**config.mk**
```make
export PLATFORM = sky130hd
export DESIGN_NAME = i2c_eeprom_target
export DESIGN_NICKNAME = d
export VERILOG_FILES = /design/src/rtl/eep_tgt_pkg.sv /design/src/rtl/eep_line_sync.sv /design/src/rtl/eep_addr_ptr.sv /design/src/rtl/eep_store.sv /design/src/rtl/eep_tgt_fsm.sv /design/src/rtl/i2c_eeprom_target.sv
export SDC_FILE = /design/constraint.sdc
export NUM_CORES = 1
export LEC_CHECK = 0
export ABC_AREA = 1
export CAP_MARGIN = 20
export CORE_MARGIN = 4
export CORE_UTILIZATION = 35
export DETAILED_ROUTE_END_ITERATION = 16
export GPL_TIMING_DRIVEN = 1
export SETUP_SLACK_MARGIN = 0.2
export SLEW_MARGIN = 20
export SYNTH_ARGS = -nofsm -noshare
export SYNTH_HDL_FRONTEND = slang
export SYNTH_SLANG_ARGS = --single-unit
```
**constraint.sdc**
```tcl
create_clock -name clk -period 5 [get_ports clk]
set_input_delay 1.5 -clock clk [delete_from_list [all_inputs] [get_ports clk]]
set_output_delay 1.5 -clock clk [all_outputs]
set_load 0.1 [all_outputs]
```
**src/rtl/eep_tgt_pkg.sv**
```systemverilog
package eep_tgt_pkg;

  localparam int unsigned DATA_W = 8;
  localparam int unsigned BIT_W  = $clog2(DATA_W);
  localparam logic [3:0]  DEV_TAG = 4'b1010;

  typedef enum logic [3:0] {
    ST_IDLE,
    ST_CTRL,
    ST_CTRL_ACK,
    ST_WADDR,
    ST_WADDR_ACK,
    ST_WDATA,
    ST_WDATA_ACK,
    ST_RDATA,
    ST_RACK
  } tgt_state_e;

endpackage

```
**src/rtl/eep_line_sync.sv**
```systemverilog
module eep_line_sync #(
  parameter int unsigned STAGES = 2
) (
  input  logic clk,
  input  logic rst_n,
  input  logic scl_i,
  input  logic sda_i,
  output logic scl_lvl,
  output logic sda_lvl,
  output logic scl_rise,
  output logic scl_fall,
  output logic start_evt,
  output logic stop_evt
);

  logic [STAGES-1:0] scl_sh, sda_sh;
  logic [STAGES-1:0] scl_sh_n, sda_sh_n;
  logic              scl_d, sda_d;

  always_comb begin
    scl_sh_n = {scl_sh[STAGES-2:0], scl_i};
    sda_sh_n = {sda_sh[STAGES-2:0], sda_i};
  end

  // Idle bus is high on both lines.
  always_ff @(posedge clk or negedge rst_n) begin
    if (!rst_n) begin
      scl_sh <= '1;
      sda_sh <= '1;
      scl_d  <= 1'b1;
      sda_d  <= 1'b1;
    end else begin
      scl_sh <= scl_sh_n;
      sda_sh <= sda_sh_n;
      scl_d  <= scl_sh[STAGES-1];
      sda_d  <= sda_sh[STAGES-1];
    end
  end

  assign scl_lvl   = scl_sh[STAGES-1];
  assign sda_lvl   = sda_sh[STAGES-1];
  assign scl_rise  = scl_lvl & ~scl_d;
  assign scl_fall  = ~scl_lvl & scl_d;
  assign start_evt = scl_lvl & scl_d & sda_d & ~sda_lvl;
  assign stop_evt  = scl_lvl & scl_d & ~sda_d & sda_lvl;

endmodule

```
**src/rtl/eep_addr_ptr.sv**
```systemverilog
module eep_addr_ptr #(
  parameter int unsigned DEPTH = 16,
  localparam int unsigned AW = $clog2(DEPTH)
) (
  input  logic          clk,
  input  logic          rst_n,
  input  logic          inc,
  input  logic          load,
  input  logic [AW-1:0] load_val,
  output logic [AW-1:0] ptr
);

  localparam logic [AW-1:0] LAST = AW'(DEPTH - 1);

  logic [AW-1:0] ptr_n;
  logic          ptr_en;

  always_comb begin
    ptr_en = inc | load;
    if (load)              ptr_n = load_val;
    else if (ptr == LAST)  ptr_n = '0;
    else                   ptr_n = ptr + AW'(1);
  end

  always_ff @(posedge clk or negedge rst_n) begin
    if (!rst_n)      ptr <= '0;
    else if (ptr_en) ptr <= ptr_n;
  end

endmodule

```
**src/rtl/eep_store.sv**
```systemverilog
module eep_store
  import eep_tgt_pkg::*;
#(
  parameter int unsigned DEPTH = 16,
  localparam int unsigned AW = $clog2(DEPTH)
) (
  input  logic              clk,
  input  logic              rst_n,
  input  logic              wr_en,
  input  logic [AW-1:0]     addr,
  input  logic [DATA_W-1:0] wr_data,
  output logic [DATA_W-1:0] rd_data
);

  logic [DATA_W-1:0] row_q [DEPTH];

  for (genvar i = 0; i < DEPTH; i++) begin : g_row
    logic row_en;
    assign row_en = wr_en & (addr == AW'(i));
    always_ff @(posedge clk or negedge rst_n) begin
      if (!rst_n)      row_q[i] <= '0;
      else if (row_en) row_q[i] <= wr_data;
    end
  end

  assign rd_data = row_q[addr];

endmodule

```
**src/rtl/eep_tgt_fsm.sv**
```systemverilog
module eep_tgt_fsm
  import eep_tgt_pkg::*;
#(
  parameter int unsigned DEPTH = 16,
  localparam int unsigned AW = $clog2(DEPTH)
) (
  input  logic              clk,
  input  logic              rst_n,
  input  logic              sda_lvl,
  input  logic              scl_rise,
  input  logic              scl_fall,
  input  logic              start_evt,
  input  logic              stop_evt,
  input  logic [DATA_W-1:0] rd_data,
  output logic              sda_pull,
  output logic              ptr_inc,
  output logic              ptr_load,
  output logic [AW-1:0]     load_val,
  output logic              wr_en,
  output logic [DATA_W-1:0] wr_data,
  output logic              idle
);

  localparam logic [BIT_W-1:0] LAST_BIT = BIT_W'(DATA_W - 1);

  tgt_state_e        state, state_n;
  logic [BIT_W-1:0]  bcnt, bcnt_n;
  logic [DATA_W-1:0] rx_q, rx_n;
  logic [DATA_W-1:0] tx_q, tx_n;
  logic              pull_q, pull_n;
  logic              full_q, full_n;
  logic              rd_q, rd_n;
  logic              ack_q, ack_n;

  always_comb begin
    state_n  = state;
    bcnt_n   = bcnt;
    rx_n     = rx_q;
    tx_n     = tx_q;
    pull_n   = pull_q;
    full_n   = full_q;
    rd_n     = rd_q;
    ack_n    = ack_q;
    ptr_inc  = 1'b0;
    ptr_load = 1'b0;
    wr_en    = 1'b0;
    if (stop_evt) begin
      state_n = ST_IDLE;
      pull_n  = 1'b0;
      full_n  = 1'b0;
    end else if (start_evt) begin
      state_n = ST_CTRL;
      pull_n  = 1'b0;
      full_n  = 1'b0;
      bcnt_n  = '0;
    end else begin
      unique case (state)
        ST_CTRL, ST_WADDR, ST_WDATA: begin
          if (scl_rise) begin
            rx_n = {rx_q[DATA_W-2:0], sda_lvl};
            if (bcnt == LAST_BIT) full_n = 1'b1;
            else                  bcnt_n = bcnt + BIT_W'(1);
          end else if (scl_fall && full_q) begin
            full_n = 1'b0;
            bcnt_n = '0;
            if (state == ST_CTRL) begin
              if (rx_q[DATA_W-1 -: 4] == DEV_TAG) begin
                pull_n  = 1'b1;
                rd_n    = rx_q[0];
                state_n = ST_CTRL_ACK;
              end else begin
                state_n = ST_IDLE;
              end
            end else if (state == ST_WADDR) begin
              pull_n   = 1'b1;
              ptr_load = 1'b1;
              state_n  = ST_WADDR_ACK;
            end else begin
              pull_n  = 1'b1;
              wr_en   = 1'b1;
              ptr_inc = 1'b1;
              state_n = ST_WDATA_ACK;
            end
          end
        end
        ST_CTRL_ACK: begin
          if (scl_fall) begin
            if (rd_q) begin
              tx_n    = rd_data;
              pull_n  = ~rd_data[DATA_W-1];
              bcnt_n  = '0;
              state_n = ST_RDATA;
            end else begin
              pull_n  = 1'b0;
              state_n = ST_WADDR;
            end
          end
        end
        ST_WADDR_ACK, ST_WDATA_ACK: begin
          if (scl_fall) begin
            pull_n  = 1'b0;
            state_n = ST_WDATA;
          end
        end
        ST_RDATA: begin
          if (scl_fall) begin
            if (bcnt == LAST_BIT) begin
              pull_n  = 1'b0;
              ptr_inc = 1'b1;
              state_n = ST_RACK;
            end else begin
              bcnt_n = bcnt + BIT_W'(1);
              tx_n   = {tx_q[DATA_W-2:0], 1'b0};
              pull_n = ~tx_q[DATA_W-2];
            end
          end
        end
        ST_RACK: begin
          if (scl_rise) begin
            ack_n = ~sda_lvl;
          end else if (scl_fall) begin
            if (ack_q) begin
              tx_n    = rd_data;
              pull_n  = ~rd_data[DATA_W-1];
              bcnt_n  = '0;
              state_n = ST_RDATA;
            end else begin
              state_n = ST_IDLE;
            end
          end
        end
        default: ;
      endcase
    end
  end

  always_ff @(posedge clk or negedge rst_n) begin
    if (!rst_n) begin
      state  <= ST_IDLE;
      bcnt   <= '0;
      rx_q   <= '0;
      tx_q   <= '0;
      pull_q <= 1'b0;
      full_q <= 1'b0;
      rd_q   <= 1'b0;
      ack_q  <= 1'b0;
    end else begin
      state  <= state_n;
      bcnt   <= bcnt_n;
      rx_q   <= rx_n;
      tx_q   <= tx_n;
      pull_q <= pull_n;
      full_q <= full_n;
      rd_q   <= rd_n;
      ack_q  <= ack_n;
    end
  end

  assign sda_pull = pull_q;
  assign load_val = rx_q[AW-1:0];
  assign wr_data  = rx_q;
  assign idle     = (state == ST_IDLE);

endmodule

```
**src/rtl/i2c_eeprom_target.sv**
```systemverilog
module i2c_eeprom_target
  import eep_tgt_pkg::*;
#(
  parameter int unsigned DEPTH       = 16,
  parameter int unsigned SYNC_STAGES = 2
) (
  input  logic clk,
  input  logic rst_n,
  input  logic scl_i,
  input  logic sda_i,
  output logic sda_pull_o
);

  localparam int unsigned AW = $clog2(DEPTH);

  logic [1:0]        rst_q;
  logic              rst_sync_n;
  logic              scl_lvl, sda_lvl, scl_rise, scl_fall, start_evt, stop_evt;
  logic              ptr_inc, ptr_load, wr_en, fsm_idle;
  logic [AW-1:0]     ptr, load_val;
  logic [DATA_W-1:0] rd_data, wr_data;

  // Reset asserts at once and deasserts after two clock edges.
  always_ff @(posedge clk or negedge rst_n) begin
    if (!rst_n) rst_q <= 2'b00;
    else        rst_q <= {rst_q[0], 1'b1};
  end
  assign rst_sync_n = rst_q[1];

  eep_line_sync #(.STAGES(SYNC_STAGES)) u_sync (
    .clk(clk), .rst_n(rst_sync_n), .scl_i(scl_i), .sda_i(sda_i),
    .scl_lvl(scl_lvl), .sda_lvl(sda_lvl), .scl_rise(scl_rise),
    .scl_fall(scl_fall), .start_evt(start_evt), .stop_evt(stop_evt)
  );

  eep_addr_ptr #(.DEPTH(DEPTH)) u_ptr (
    .clk(clk), .rst_n(rst_sync_n), .inc(ptr_inc), .load(ptr_load),
    .load_val(load_val), .ptr(ptr)
  );

  eep_store #(.DEPTH(DEPTH)) u_store (
    .clk(clk), .rst_n(rst_sync_n), .wr_en(wr_en), .addr(ptr),
    .wr_data(wr_data), .rd_data(rd_data)
  );

  eep_tgt_fsm #(.DEPTH(DEPTH)) u_fsm (
    .clk(clk), .rst_n(rst_sync_n), .sda_lvl(sda_lvl), .scl_rise(scl_rise),
    .scl_fall(scl_fall), .start_evt(start_evt), .stop_evt(stop_evt),
    .rd_data(rd_data), .sda_pull(sda_pull_o), .ptr_inc(ptr_inc),
    .ptr_load(ptr_load), .load_val(load_val), .wr_en(wr_en),
    .wr_data(wr_data), .idle(fsm_idle)
  );

endmodule

```
==> results of run 1 <==
==> flip-flops by register name, indices dropped and copies added, names as in the netlist <==
signal and cells:
u_store.row_q 128, u_sync.sda_d 1, u_sync.scl_sh 2, rst_q 2, u_fsm.sda_pull 1, u_fsm.full_q 1
u_fsm.tx_q 7, u_fsm.ack_q 1, u_fsm.rd_q 1, u_fsm.wr_data 8, u_sync.sda_sh 2, u_fsm.bcnt 3
u_ptr.ptr 4, u_fsm.state 4, u_sync.scl_d 1
==> synth_stat cells, drive strengths merged <==
| master | count | share of area |
|---|---|---|
| ha | 5 | 0.0078 |
| o21ai | 212 | 0.14 |
| clkbuf | 27 | 0.013 |
| o21a | 1 | 0.00094 |
| nand4 | 11 | 0.0086 |
| conb | 1 | 0.00047 |
| nand2 | 273 | 0.13 |
| o22ai | 22 | 0.017 |
| xnor2 | 1 | 0.0011 |
| o21bai | 1 | 0.00094 |
| inv | 46 | 0.022 |
| a21oi | 13 | 0.0082 |
| dfrtp | 160 | 0.50 |
| o211ai | 2 | 0.0019 |
| nand3 | 33 | 0.034 |
| nor2 | 118 | 0.058 |
| dfstp | 6 | 0.020 |
| xor2 | 1 | 0.0011 |
| nor3 | 4 | 0.0025 |
| buf | 26 | 0.031 |
==> kinds of logic (layout without fill, tap and decap cells) <==
logic type,count (synthesis),after routing,share of synthesized area
other cells,1,1,0.0004701
simple gates,439,439,0.2331
xor+xnor,2,2,0.002196
buf+inv,99,88,0.06541
flops,166,166,0.5217
compound gates,251,251,0.1693
fa+ha+maj,5,5,0.007843
==> metal layers <==
metal | up-vias | part of all wire | wire (um)
li1 | 3114 | - | -
met1 | 3050 | 0.48 | 9537
met2 | 135 | 0.45 | 8968
met3 | 32 | 0.046 | 921
met4 | 0 | 0.021 | 413
met5 | - | 0 | 0
==> power groups by stage <==
stage                     sequential, mW  clock [mW]  combinational [mW]
after floorplan                     1.52           0               0.381
after global placement              1.49           0               0.582
after detailed placement            1.49           0               0.586
after CTS                           1.47        1.51               0.586
after global routing                1.48        1.57               0.656
final                               1.47        1.48               0.581
==> final timing paths <==
kind / endpoint / slack [ps]
max in group asynchronous: rst_q[1] / 3650
max: sda_pull_o / 1600
min in group asynchronous: u_store.row_q[81] / 410
min: rst_q[1] / 350
max reg2reg: u_store.row_q[70] / 2230
min reg2reg: rst_q[1] / 350
==> area by class of cell <==
class / count / area [um^2] / area share
Sequential cell: 166 / 4167 / 0.4763
Multi-Input combinational cell: 698 / 3293 / 0.3765
Clock buffer: 22 / 474.2 / 0.05421
Tap cell: 280 / 350.3 / 0.04005
Clock inverter: 10 / 192.7 / 0.02203
Inverter: 46 / 172.7 / 0.01974
Timing Repair Buffer: 10 / 97.59 / 0.01116
==> flow_summary.ini, run 1 <==
[run_status]
outcome = complete, no violations

[grt]
grt_util_met3 = 0.03158
grtUsageMet2 = 0.2432
overflow = 0
grt_max_degree = 165
grt_pass1_wl_mm = 32.23
grt_usage = 0.1581
top_usage_layer = met2
antenna_found_initial = 0
grt_pass1_vias = 5864
grt_use_met1 = 0.2221

[sta]
setup_viol = 0
slew_viol_final = 0
fmax_mhz = 294.1
rsz0062_at_grt = no
worst_slew_pin_slew_ps = 1030
hold_ws_ps = 350.8
fin_skew_ps = 12.39
fin_ws_ps = 1600
slew_headroom = 0.3109
tns_ps = 0
fin_crit_ps = 3400
finalCritPeriodShare = 0.6800
hold_violations = 0

[critical_path]
crit_path_start = u_fsm.sda_pull
required_ps = 3500
path_max_fanout = 2
crit_cells = 1
cp_top_family = buffers and inverters
path_cells = clkdlybuf4s50_1
path_class = reg2out
slowest_delay_ps = 1140
reg2reg_from = u_sync.scl_d
r2r_cells = 8
cpMaxStageDelayCell = clkdlybuf4s50_1
path_buf_inv = 1
worstPathArrival_ps = 1900
start_kind = register
worstSetupEndpointType = output port

[power_and_ir_drop]
internal-power_mw = 2.479
p_leak_nw = 3.990
ir_drop_mv = 0.1649
p_clk_frac = 0.419
power_switching_mw = 1.050
seqPwrFrac = 0.416
total_power_mw = 3.529
p_per_area_mw_per_mm2 = 403.4
combPwrFrac = 0.165
p_sw_frac = 0.2975

[floorplanning]
die_y_um = 159.0
pin_count = 5
die_area_mm2 = 0.02527
start_util = 0.3610
die_x_um = 159.0
fp-row-count = 54
coreArea_mm2 = 0.02209

[place]
dpl_cell_area_mm2 = 0.008080
dp_hpwl_mm = 11.82
pre_cts_slack_ps = 2034
io_buffers = 4
routabilityCongestion = 0.8926
place_inst = 1200

[clocking]
cts_sinks = 166
hold_buffers = 0
clockBufferDepth = 2
root_buffer = clkbuf_16
cts_buffers = 17
cts_repair_resize_count = 0
cts_setup_buffers = 0
path_clk_slew_ps = 60
worstSkewPairLatency_ps = 430
cts_tree = built
htreeDepth = 4

[hold_path]
hp-start = rst_q[0]
hold_depth = 0
hold_class = reg2reg

[finish]
area_growth_pct = 9.663
diodes = 0
final_cells = 1232
final_nets = 948
fin_util = 0.3959
layout_common_cells = nand2_1 (271), dfrtp_1 (158), o21ai_0 (148)
final_layout_size_suffix_gt1_frac = 0.07773
final.fill_count = 2249
mostFrequentLayoutCell = nand2_1
design_area_mm2 = 0.008747

[drt]
via_per_inst = 5.139
detail_route.first_pass.iterations = 5
detail-route-antenna-nets = 0
routed_wl_mm = 19.84
wl_per_cell_um = 16.10
drt_iter0_drc = 731
drc_errors = 0
vias = 6331

[run]
drv_cap = 0

[synth]
syn-num-nets = 972
ys_seq_elements = 166
ys.warnings.count = 0
netlist_area_mm2 = 0.007976
avgSynthCellArea_um2 = 8.283
netlist-cell-type-count = 30
ys_seq_area_frac = 0.5217
syn-instance-count = 963
(Power assumes the default switching activity.)
==> run 2, diff against run 1 <==
- clock period: 5 -> 3.29 ns (I/O delays scaled with it)
==> flow_summary.ini, run 2 (synthesis results as in run 1) <==
[floorplanning]
die_y_um = 159.0
fp-row-count = 54
coreArea_mm2 = 0.02209
die_area_mm2 = 0.02527
pin_count = 5
start_util = 0.3610
die_x_um = 159.0

[finish]
largest_reg_flops = 128
mostFrequentLayoutCell = nand2_1
final_nets = 956
final.fill_count = 2200
diodes = 0
layout_common_cells = nand2_1 (271), dfrtp_1 (158), o21ai_0 (148)
area_growth_pct = 9.741
design_area_mm2 = 0.008753
regMostFlops = u_store.row_q
final_layout_size_suffix_gt1_frac = 0.08759

[drt]
via_per_inst = 5.084
vias = 6299
detail-route-antenna-nets = 0
wl_per_cell_um = 16.02
routed_wl_mm = 19.84
drt_iter0_drc = 537
drc_errors = 0
detail_route.first_pass.iterations = 5

[grt]
overflow = 0
grt_pass1_wl_mm = 32.93
grt_max_degree = 165
grt_usage = 0.1606
grt_pass1_vias = 5991
antenna_found_initial = 0

[critical_path]
path_max_fanout = 16
path_class = reg2reg
path_cells = inv_1, nor2_4, nand2_4, inv_1, nand3_2, nor2_4, nand3_1, o21ai_0
start_kind = register
worstPathArrival_ps = 2750
cp_top_family = simple AND/OR/NAND/NOR gates
slowest_delay_ps = 540
required_ps = 3620
r2r_cells = 8
worstSetupEndpointType = register
cpMaxStageDelayCell = dfstp_2
reg2reg_from = u_sync.scl_d
path_buf_inv = 2
r2r_end = u_store.row_q[123]
r2r_setup_slack_ps = 870

[place]
io_buffers = 4
pre_cts_slack_ps = 935.5
dpl_cell_area_mm2 = 0.008138
routabilityCongestion = 0.8678
dp_hpwl_mm = 12.35

[clocking]
worstSkewPairLatency_ps = 440
cts_setup_buffers = 0
cts_repair_resize_count = 0
htreeDepth = 4
hold_buffers = 0
cts_buffers = 17
cts_sinks = 166
cts_tree = built
path_clk_slew_ps = 60
clockBufferDepth = 2
root_buffer = clkbuf_16

[sta]
fmax_mhz = 413.7
rsz0062_at_grt = no
fin_skew_ps = 11.13
finalCritPeriodShare = 0.7348
slew_viol_final = 0
fin_crit_ps = 2417
tns_ps = 0
fin_ws_ps = 872.6
worst_slew_pin_slew_ps = 930.9
hold_violations = 0
slew_headroom = 0.3794
setup_viol = 0

[run]
drv_cap = 0

[hold_path]
hold_end = rst_q[1]
hold_depth = 0
hold_class = reg2reg
hp-start = rst_q[0]

[power_and_ir_drop]
ir_drop_mv = 0.3311
p_per_area_mw_per_mm2 = 594.4
p_leak_nw = 4.003

[run_status]
outcome = complete, no violations
## run 2: changes by cell type in the layout (fill, tap and decap cells not counted), sizes merged
cell,change
clkinv,+1
clkdlybuf4s50,-1
buf,+9
bufinv,-2
clkbuf,-2
clkinvlp,+2
## run 2: final cells by class
class	instances	area, um^2	share of cell area
multi-input cells	698	3293	0.3762
flip-flops and latches	166	4167	0.4760
repair buffers	18	155.1	0.01772
well taps	280	350.3	0.04002
clock buffers	20	466.7	0.05332
inverters	46	172.7	0.01973
clock inverters	11	148.9	0.01701
## run 2: power breakdown
part / total [mW] / leakage [nW] / switching (mW) / internal, mW
clock network: 2.08 / 0.294 / 0.829 / 1.25
registers: 2.23 / 2.28 / 0.0818 / 2.15
logic: 0.890 / 1.43 / 0.685 / 0.206
total: 5.20 / 4.00 / 1.59 / 3.61
## run 2: per-stage QoR
stage,cells,total power [mW],utilization,hold WS [ps]
2_1_floorplan,963,2.890,-,331.1
3_3_place_gp,1208,3.159,0.3683,337.4
3_5_place_dp,1208,3.160,0.3683,341.1
4_1_cts,1239,5.254,0.3962,355.6
5_1_grt,1239,5.477,0.3962,358.0
6_report,1239,5.203,0.3962,350.3
## run 2: how the worst max path moves through the flow
| stage | cells after the start | slack [ps] | end | startpoint |
|---|---|---|---|---|
| 3_3_place_gp | 8 | 970 | u_store.row_q[127] | u_sync.scl_d |
| 6_report | 8 | 870 | u_store.row_q[123] | u_sync.scl_d |
| 5_1_grt | 8 | 640 | u_store.row_q[123] | u_sync.scl_d |
| 2_1_floorplan | 0 | 550 | u_fsm.ack_q | rst_q[1] |
| 4_1_cts | 8 | 880 | u_store.row_q[123] | u_sync.scl_d |
| 3_5_place_dp | 8 | 940 | u_store.row_q[123] | u_sync.scl_d |
## run 2: routing by layer
layer / vias up / global-route usage / part of all wire
met4: 0 / 0.04458 / 0.016
met3: 24 / 0.03495 / 0.044
met1: 3006 / 0.2329 / 0.48
li1: 3137 / - / -
met5: - / 0 / 0
met2: 132 / 0.2441 / 0.46
==> run 3, diff against run 2 <==
- clock period: 3.29 -> 1.98 ns (I/O delays scaled with it)
==> flow_summary.ini, run 3 (synthesis results as in run 1) <==
[drt]
highest_layer = met4
routed_wl_mm = 20.98
detail-route-antenna-nets = 0
via_per_inst = 5.135
dr_wl_met2_mm = 9.702
wl_met1_mm = 10.01
drc_errors = 0
drt_iter0_drc = 705
detail_route.first_pass.iterations = 5
wl_met3_um = 945
vias = 6604
wl_per_cell_um = 16.31

[floorplanning]
pin_count = 5
coreArea_mm2 = 0.02209
start_util = 0.3610
fp-row-count = 54
die_x_um = 159.0
die_y_um = 159.0
die_area_mm2 = 0.02527

[clocking]
cts_sinks = 166
root_buffer = clkbuf_16
cts_tree = built
worstSkewPairLatency_ps = 440
htreeDepth = 4
clockBufferDepth = 2
hold_buffers = 0
path_clk_slew_ps = 70
cts_buffers = 17

[power_and_ir_drop]
p_clk_frac = 0.377
p_leak_nw = 4.248
internal-power_mw = 6.043
ir_drop_mv = 0.4559
power_switching_mw = 2.763
combPwrFrac = 0.198
p_sw_frac = 0.3137
p_per_area_mw_per_mm2 = 938.8
seqPwrFrac = 0.426

[grt]
overflow = 0
grt_max_degree = 53
grt_pass1_wl_mm = 33.38
antenna_found_initial = 0
grt_pass1_vias = 6124
grt_usage = 0.1643

[sta]
setup_viol = 0
fin_skew_ps = 6.836
tns_ps = 0
rsz0062_at_grt = yes
hold_ws_ps = 317.2
slew_viol_final = 0
worst_slew_pin_slew_ps = 601.6
hold_violations = 0
slew_headroom = 0.5990
fmax_mhz = 548.3
finalCritPeriodShare = 0.9211
fin_crit_ps = 1824

[finish]
register_area_mm2 = 0.004170
mostFrequentLayoutCell = nand2_1
final.fill_count = 2196
layout_common_cells = nand2_1 (266), dfrtp_1 (155), o21ai_0 (138)
area_growth_pct = 17.60
largest_reg_flops = 128
regMostFlops = u_store.row_q
diodes = 0
multi_input_comb_area_mm2 = 0.003410
final_layout_size_suffix_gt1_frac = 0.1571
final_nets = 1002

[hold_path]
hold_class = in2async

[critical_path]
path_class = reg2reg
start_kind = register
worstSetupEndpointType = register
path_max_fanout = 16
reg2reg_from = u_sync.scl_d
worstPathArrival_ps = 2140
r2r_setup_slack_ps = 160
required_ps = 2290
r2r_end = u_store.row_q[75]
r2r_cells = 10

[place]
dp_hpwl_mm = 13.36
io_buffers = 4
routabilityCongestion = 0.9157

[run_status]
outcome = complete, no violations

[run]
drv_cap = 0
## run 3: cell count changes in the layout (fill, tap and decap cells not counted), sizes merged
cell      before  now
buf           15   57
clkbuf        20   24
clkinv         4    1
clkinvlp       3    8
bufinv         3    2
inv           47   45
nand3         33   35
## run 3: worst max-delay path by stage
stage / endpoint / slack, ps / from
finish: u_store.row_q[75] / 160 / u_sync.scl_d
global route: u_store.row_q[33] / 60 / u_sync.scl_d
CTS: u_store.row_q[125] / 160 / u_sync.scl_d
detailed placement: u_store.row_q[25] / 80 / u_ptr.ptr[1]
global placement: u_store.row_q[25] / 110 / u_ptr.ptr[1]
floorplan: u_store.row_q[55] / 180 / u_ptr.ptr[1]
## run 3: worst max-delay path, stage by stage (launching register included)
cell and delay [ps]:
dfstp_2 550, inv_2 50, nor2_4 100, nand2_4 70, inv_2 60, nand3_2 70, nor2_4 170, clkbuf_16 230
nand3_4 190, nand2_1 140, o21ai_2 50
## run 3: final cells by class
type	instances	area share
Timing Repair Buffer	62	0.07203
Sequential cell	166	0.4446
Tap cell	280	0.03735
Inverter	46	0.02001
Clock buffer	22	0.04949
Clock inverter	10	0.01307
Multi-Input combinational cell	700	0.3635
## run 3: layer usage
layer  vias up  global-route usage
met3        29             0.02589
met5         -                   0
met4         0             0.05247
li1       3238                   -
met2       143              0.2551
met1      3194              0.2374
## run 3: through the flow
stage | setup WS [ps] | utilization | power, mW | std cells | area (um^2)
after floorplan | 181.4 | - | 4.803 | 963 | 7993
after global placement | 111.3 | 0.3828 | 5.393 | 1236 | 8458
after detailed placement | 84.78 | 0.3828 | 5.402 | 1236 | 8458
after CTS | 163.3 | 0.4108 | 8.744 | 1268 | 9076
after global routing | 63.16 | 0.4246 | 9.230 | 1286 | 9380
final | 156.3 | 0.4246 | 8.806 | 1286 | 9380
## run 3: timing repair
item,CTS,global route
hold endpoints to repair,0,0
gates cloned,0,4
endpoints found under the setup margin,59,155
buffers inserted,0,14
pin swaps,0,6
resized for setup,8,44
## run 3: power by group through the flow
stage,logic [mW],clock network (mW),registers [mW]
floorplan,0.963,0,3.84
global placement,1.60,0,3.79
global route,1.93,3.53,3.77
finish,1.74,3.32,3.75
detailed placement,1.60,0,3.80
CTS,1.62,3.39,3.74
